===== config.mk =====
export PLATFORM = sky130hd
export DESIGN_NAME = rwc_anchor_win
export DESIGN_NICKNAME = d
export VERILOG_FILES = /design/src/rtl/rwc_anchor_win.sv
export SDC_FILE = /design/constraint.sdc
export NUM_CORES = 1
export LEC_CHECK = 0
export BUFFER_PORTS_ARGS = -buffer_cell sky130_fd_sc_hd__buf_4
export CAP_MARGIN = 20
export CORE_UTILIZATION = 51
export CTS_CLUSTER_DIAMETER = 30
export CTS_CLUSTER_SIZE = 8
export DETAILED_ROUTE_END_ITERATION = 7
export PLACE_DENSITY = 0.76
export SLEW_MARGIN = 25
export SYNTH_ARGS = -nofsm -noshare
export SYNTH_HDL_FRONTEND = slang
export SYNTH_SLANG_ARGS = --single-unit

===== constraint.sdc =====
create_clock -name clk -period 2.3 [get_ports clk]
set_input_delay 0.46 -clock clk [delete_from_list [all_inputs] [get_ports clk]]
set_output_delay 0.46 -clock clk [all_outputs]
set_load 0.01 [all_outputs]

===== src/rtl/rwc_anchor_win.sv =====
// Anchored window engine: an event seen while idle opens a window of WIN
// samples (the anchor being the first). Events inside an open window are
// counted but never re-anchor. On the last sample a one-cycle done flag
// is raised and the total is held until the next window opens.
// Assumes WIN >= 1 and CW = $clog2(WIN+1).
module rwc_anchor_win #(
    parameter int WIN = 100,
    parameter int CW  = $clog2(WIN + 1)
) (
    input  logic          clk,
    input  logic          rst_n,
    input  logic          ev,
    output logic [CW-1:0] cnt_d,
    output logic          rdy_d,
    output logic [CW-1:0] cnt_q,
    output logic          rdy_q
);
    localparam logic [CW-1:0] LAST = CW'(WIN);

    logic          open_q, open_d;
    logic [CW-1:0] pos_q, pos_d;
    logic          start, busy;

    // Decide whether this sample opens, extends or closes a window
    always_comb begin
        start = !open_q && ev;
        busy  = start || open_q;
        if (start) begin
            cnt_d = CW'(1);
            pos_d = CW'(1);
        end else if (open_q) begin
            cnt_d = cnt_q + CW'(ev);
            pos_d = pos_q + CW'(1);
        end else begin
            cnt_d = cnt_q;
            pos_d = pos_q;
        end
        rdy_d  = busy && (pos_d == LAST);
        open_d = busy && !rdy_d;
    end

    // Window state registers
    always_ff @(posedge clk) begin
        if (!rst_n) begin
            open_q <= 1'b0;
            pos_q  <= '0;
            cnt_q  <= '0;
            rdy_q  <= 1'b0;
        end else begin
            open_q <= open_d;
            pos_q  <= pos_d;
            cnt_q  <= cnt_d;
            rdy_q  <= rdy_d;
        end
    end

    // an open window never runs past its last sample
    a_r7_pos_in_range: assert property (@(posedge clk) disable iff (!rst_n)
        open_q |-> (pos_q < LAST));

    // the window total never exceeds the samples taken in it
    a_r8_count_bound: assert property (@(posedge clk) disable iff (!rst_n)
        (open_q || rdy_q) |-> (cnt_q <= pos_q));

    // with a window longer than one sample, a verdict cycle is never repeated back to back
    if (WIN > 1) begin : g_single_done
        a_r6_done_single: assert property (@(posedge clk) disable iff (!rst_n)
            rdy_q |=> !rdy_q);
    end
endmodule


* Word-level counts from Yosys, hierarchy flattened *
Cells that the tools add are included.

word-level totals
  input bits = 3
  logic and storage cells = 17
  register bits after elaboration = 16

operators by class
  equal/unequal tests = 1
  reduce and logical (&&, ||, !) cells = 6
  mux-type cells = 4
  add/sub/neg operators = 2

operator list
  operator                                     count
  two-way mux 7 bit                            4
  adder 7 x 1 -> 7 bit                         1
  adder 7 x 1 -> 7 bit, second input constant  1
  == test 7 bit, second input constant         1
  logical AND 1 bit                            3
  logical NOT 1 bit                            2
  logical OR 1 bit                             1

* Longest topological paths before layout *
  depth in word-level cells = 7
  gate-level depth with buffers = 6

* Worst setup path before layout *
OpenSTA, ideal clock, no wires.

  path kind = register -> output
  start point = register pos_q[0]
  end point = output port rdy_d
  path slack = 0.119 ns
  cell stages (with the launch flop) = 6
  arrival time = 1.721 ns
  path through = dfxtp_1 -> ha_1 -> xor2_1 -> a32oi_1 -> or4_4 -> nor3_1

between the ends
  longest elaborated chain between the ends = 5

RTL lines
  element                 line  source
  start, declared         21    logic [CW-1:0] pos_q, pos_d;
  start signal, assigned  51    pos_q <= pos_d;
  adder 7 x 1 -> 7 bit    33    pos_d = pos_q + CW'(1);
  two-way mux 7 bit (*)   31    end else if (open_q) begin
  two-way mux 7 bit (*)   28    if (start) begin
  == test 7 bit (*)       38    rdy_d = busy && (pos_d == LAST);
  logical AND 1 bit (*)   38
  end, declared           14    output logic rdy_d,

Mark *: on every way between the ends. The rest lies on a longest branch, timed or not.

* Worst setup path after layout *
Ends and elaborated chain as after synthesis.

==> flow_metrics.env <==
export IMPL_peakVddDrop_uv=438
export IMPL_vias=786
export IMPL_die_x_um=42.7
export IMPL_ys_flop_type="dfxtp_1"
export IMPL_yosysSeqAreaShare_pct=37.9
export IMPL_switching_share_pct=25.7
export IMPL_power_density_nw_per_um2=458
export IMPL_hold_viol_final=0
export IMPL_final_net_count=130
export IMPL_intPower_w=0.000383
export IMPL_gr_total_overflow=0
export IMPL_worst_pin_slew_ns=0.223
export IMPL_ys_ff_latch=16
export IMPL_via_per_inst=5.70
export IMPL_core_um2=1520
export IMPL_htreeDepth=1
export IMPL_reg2reg_setup_slack_ns=0.54
export IMPL_die_y_um=42.7
export IMPL_clock_sinks=16
export IMPL_dpl_instance_area_um2=1030
export IMPL_grt_max_degree=18
export IMPL_slew_violations=0
export IMPL_end_kind="output pin"
export IMPL_grt_pass1_wl_um=3050
export IMPL_critPathKind="flip-flop to output pin"
export IMPL_clkTransAtPathRegs_ns=0.09
export IMPL_cts_tree="built"
export IMPL_cp_max_fo=2
export IMPL_fin_skew_ns=0.00435
export IMPL_clock_path_buffers=2
export IMPL_syn_inst=94
export IMPL_root_buffer="clkbuf_4"
export IMPL_synth_edf_count=0
export IMPL_arrival_ns=1.88
export IMPL_final_setup_viol_count=1
export IMPL_rsz0062_at_grt="yes"
export IMPL_async_reset_ff_share_pct=0
export IMPL_fin_crit_ns=2.34
export IMPL_cp_required_ns=1.84
export IMPL_num_rows=14
export IMPL_num_io_pins=19
export IMPL_path_cells="ha_4 -> xor2_2 -> a32oi_1 -> or4_4 -> nor3_2 -> buf_4"
export IMPL_cp_top_family="simple AND/OR/NAND/NOR gates"
export IMPL_portBuffers=18
export IMPL_synth_cell_types=34
export IMPL_pwr_share_clk_pct=28.8
export IMPL_cpMaxStageDelayCell="or4_4"
export IMPL_syn_avg_cell_area_um2=8.98
export IMPL_maxCapViolCount=0
export IMPL_cts_hold_buffers_added=0
export IMPL_startpoint_type="flip-flop"
export IMPL_layout_drive_gt1_share_pct=38.5
export IMPL_hp_class="input port to flip-flop"
export IMPL_slew_headroom_pct=84.7
export IMPL_timing_critical_path_buf_inv=1
export IMPL_netlist_area_um2=845
export IMPL_antenna_found_initial=0
export IMPL_diodes=0
export IMPL_dieArea_um2=1820
export IMPL_outcome="finished with violations"
export IMPL_start_util_pct=55.4
export IMPL_max_freq_ghz=0.427
export IMPL_drc=0
export IMPL_max_stage_delay_ns=0.54
export IMPL_finalWirelength_um=1960
export IMPL_p_leak_nw=0.482
export IMPL_setup_slack_ns=-0.0429
export IMPL_netSwitchingPower_w=0.000133
export IMPL_fin_area_um2=1130
export IMPL_violations="setup timing"
export IMPL_num_fill_cells=112
export IMPL_dp_final_hpwl_um=1300
export IMPL_synth_nets=100
export IMPL_grt_total_usage_pct=22.3
export IMPL_ant_nets=0
export IMPL_seq_power_share_pct=56.2
export IMPL_ys_warn_count=0
export IMPL_fin_tns_setup_ns=-0.0429
export IMPL_hold_ws_ns=0.482
export IMPL_grt_pass1_vias=703
export IMPL_area_growth_pct=33.5
export IMPL_combPwrFrac_pct=15.0
export IMPL_post_drt_wl_per_cell_um=14.2
export IMPL_clk_latency_ns=0.28
export IMPL_cts_buffers=3
export IMPL_drt_pass1_iter_count=4
export IMPL_fin_crit_sh_pct=102
export IMPL_drtIter0Drc=17
export IMPL_place_congestion=0.859
-- power groups by stage --
| stage | sequential [W] | clock (W) | combinational, W |
|---|---|---|---|
| final | 0.000290 | 0.000148 | 0.0000776 |
| after global routing | 0.000291 | 0.000158 | 0.0000847 |
| after CTS | 0.000289 | 0.000149 | 0.0000729 |
| after detailed placement | 0.000294 | 0 | 0.0000696 |
| after global placement | 0.000294 | 0 | 0.0000688 |
| after floorplan | 0.000297 | 0 | 0.0000394 |
-- final timing paths --
kind / from / end / cells past startpoint
hold reg to reg: cnt_q[6] / cnt_q[6] / 2
setup reg to reg: pos_q[0] / open_q / 6
setup / recovery: pos_q[0] / rdy_d / 6
hold / removal: rst_n / pos_q[0] / 2
-- what timing repair did --
action,in CTS,in global routing
hold endpoints to repair,0,0
pin swaps,1,0
endpoints found under the setup margin,1,2
buffers inserted,1,2
gates resized for setup,6,9
-- worst reg2reg max path: stages, from the launching register on --
cell     delay (ns)
dfxtp_2        0.37
ha_4           0.15
xor2_2         0.17
a32oi_1        0.10
or4_4          0.54
buf_4          0.15
o21ba_1        0.16
-- state kept, by name (all words and copies together) (netlist names) --
register and flops:
cnt_q 7, pos_q 7, open_q 1, rdy_q 1
-- final cells by class --
cell class | instances | area, um2 | share of cell area [%]
multi-input cells | 74 | 541 | 47.9
flip-flops and latches | 16 | 327 | 29.0
repair buffers | 28 | 214 | 19.0
clock buffers | 3 | 22.5 | 2.00
well taps | 16 | 20.0 | 1.78
inverters | 1 | 3.75 | 0.333
-- synth_stat cells (2+ instances only) --
master	n	area [um2]
a21oi_1	2	10.0
a22o_1	3	26.3
a22oi_1	3	22.5
and2_1	5	31.3
clkbuf_1	2	7.51
dfxtp_1	16	320
ha_1	3	37.5
nand2_1	9	33.8
nand2b_1	3	18.8
nand3_1	5	25.0
nand4_1	2	12.5
nor2_1	7	26.3
nor2b_1	4	25.0
nor3_1	2	10.0
o211a_1	2	20.0
o21ai_0	2	10.0
xnor2_1	3	26.3
xor2_1	5	43.8
-- layer usage --
layer | part of all wire [%] | routed length (um) | vias up | global-route usage, %
li1 | - | - | 391 | -
met1 | 49 | 952 | 371 | 29.1
met2 | 45 | 883 | 18 | 36.1
met3 | 3.9 | 76 | 6 | 3.83
met4 | 2.3 | 46 | 0 | 9.38
met5 | 0 | 0 | - | 0
-- cells in the final DEF, fill, tap and decap left out, types with 2 or more instances in the layout --
cell type	instances
clkbuf_4	3
xor2_1	4
o211a_1	2
nand3_1	4
a21oi_1	2
dfxtp_2	5
and2_1	5
a22o_1	3
dfxtp_1	11
nand2_1	9
buf_4	27
nor3_2	2
nor2b_1	4
a22oi_1	3
nand2b_1	3
nor2_1	7
xnor2_1	3
nand4_1	2
-- logic make-up (layout without fill, tap and decap cells) --
kind of cell,count (synthesis),in the layout,synth area share (%)
adders and majority gates,3,3,4.44
buffers and inverters,4,32,2.67
and+or+nand+nor,43,43,27.9
AOI/OAI and AO/OA,19,19,17.6
DFF,16,16,37.9
muxes,1,1,1.19
xor gates and xnor gates,8,8,8.30
-- through the flow --
| step | utilization [%] | total power, W | cells | worst slack, ns |
|---|---|---|---|---|
| global placement | 67.8 | 0.000362 | 132 | 0.0433 |
| detailed placement | 67.8 | 0.000363 | 132 | 0.0179 |
| CTS | 71.6 | 0.000511 | 136 | 0.00130 |
| global route | 74.0 | 0.000534 | 138 | -0.0818 |
| finish | 74.0 | 0.000516 | 138 | -0.0429 |
| floorplan | - | 0.000336 | 94 | 0.119 |
No activity file was read; power rests on OpenSTA's default activity.
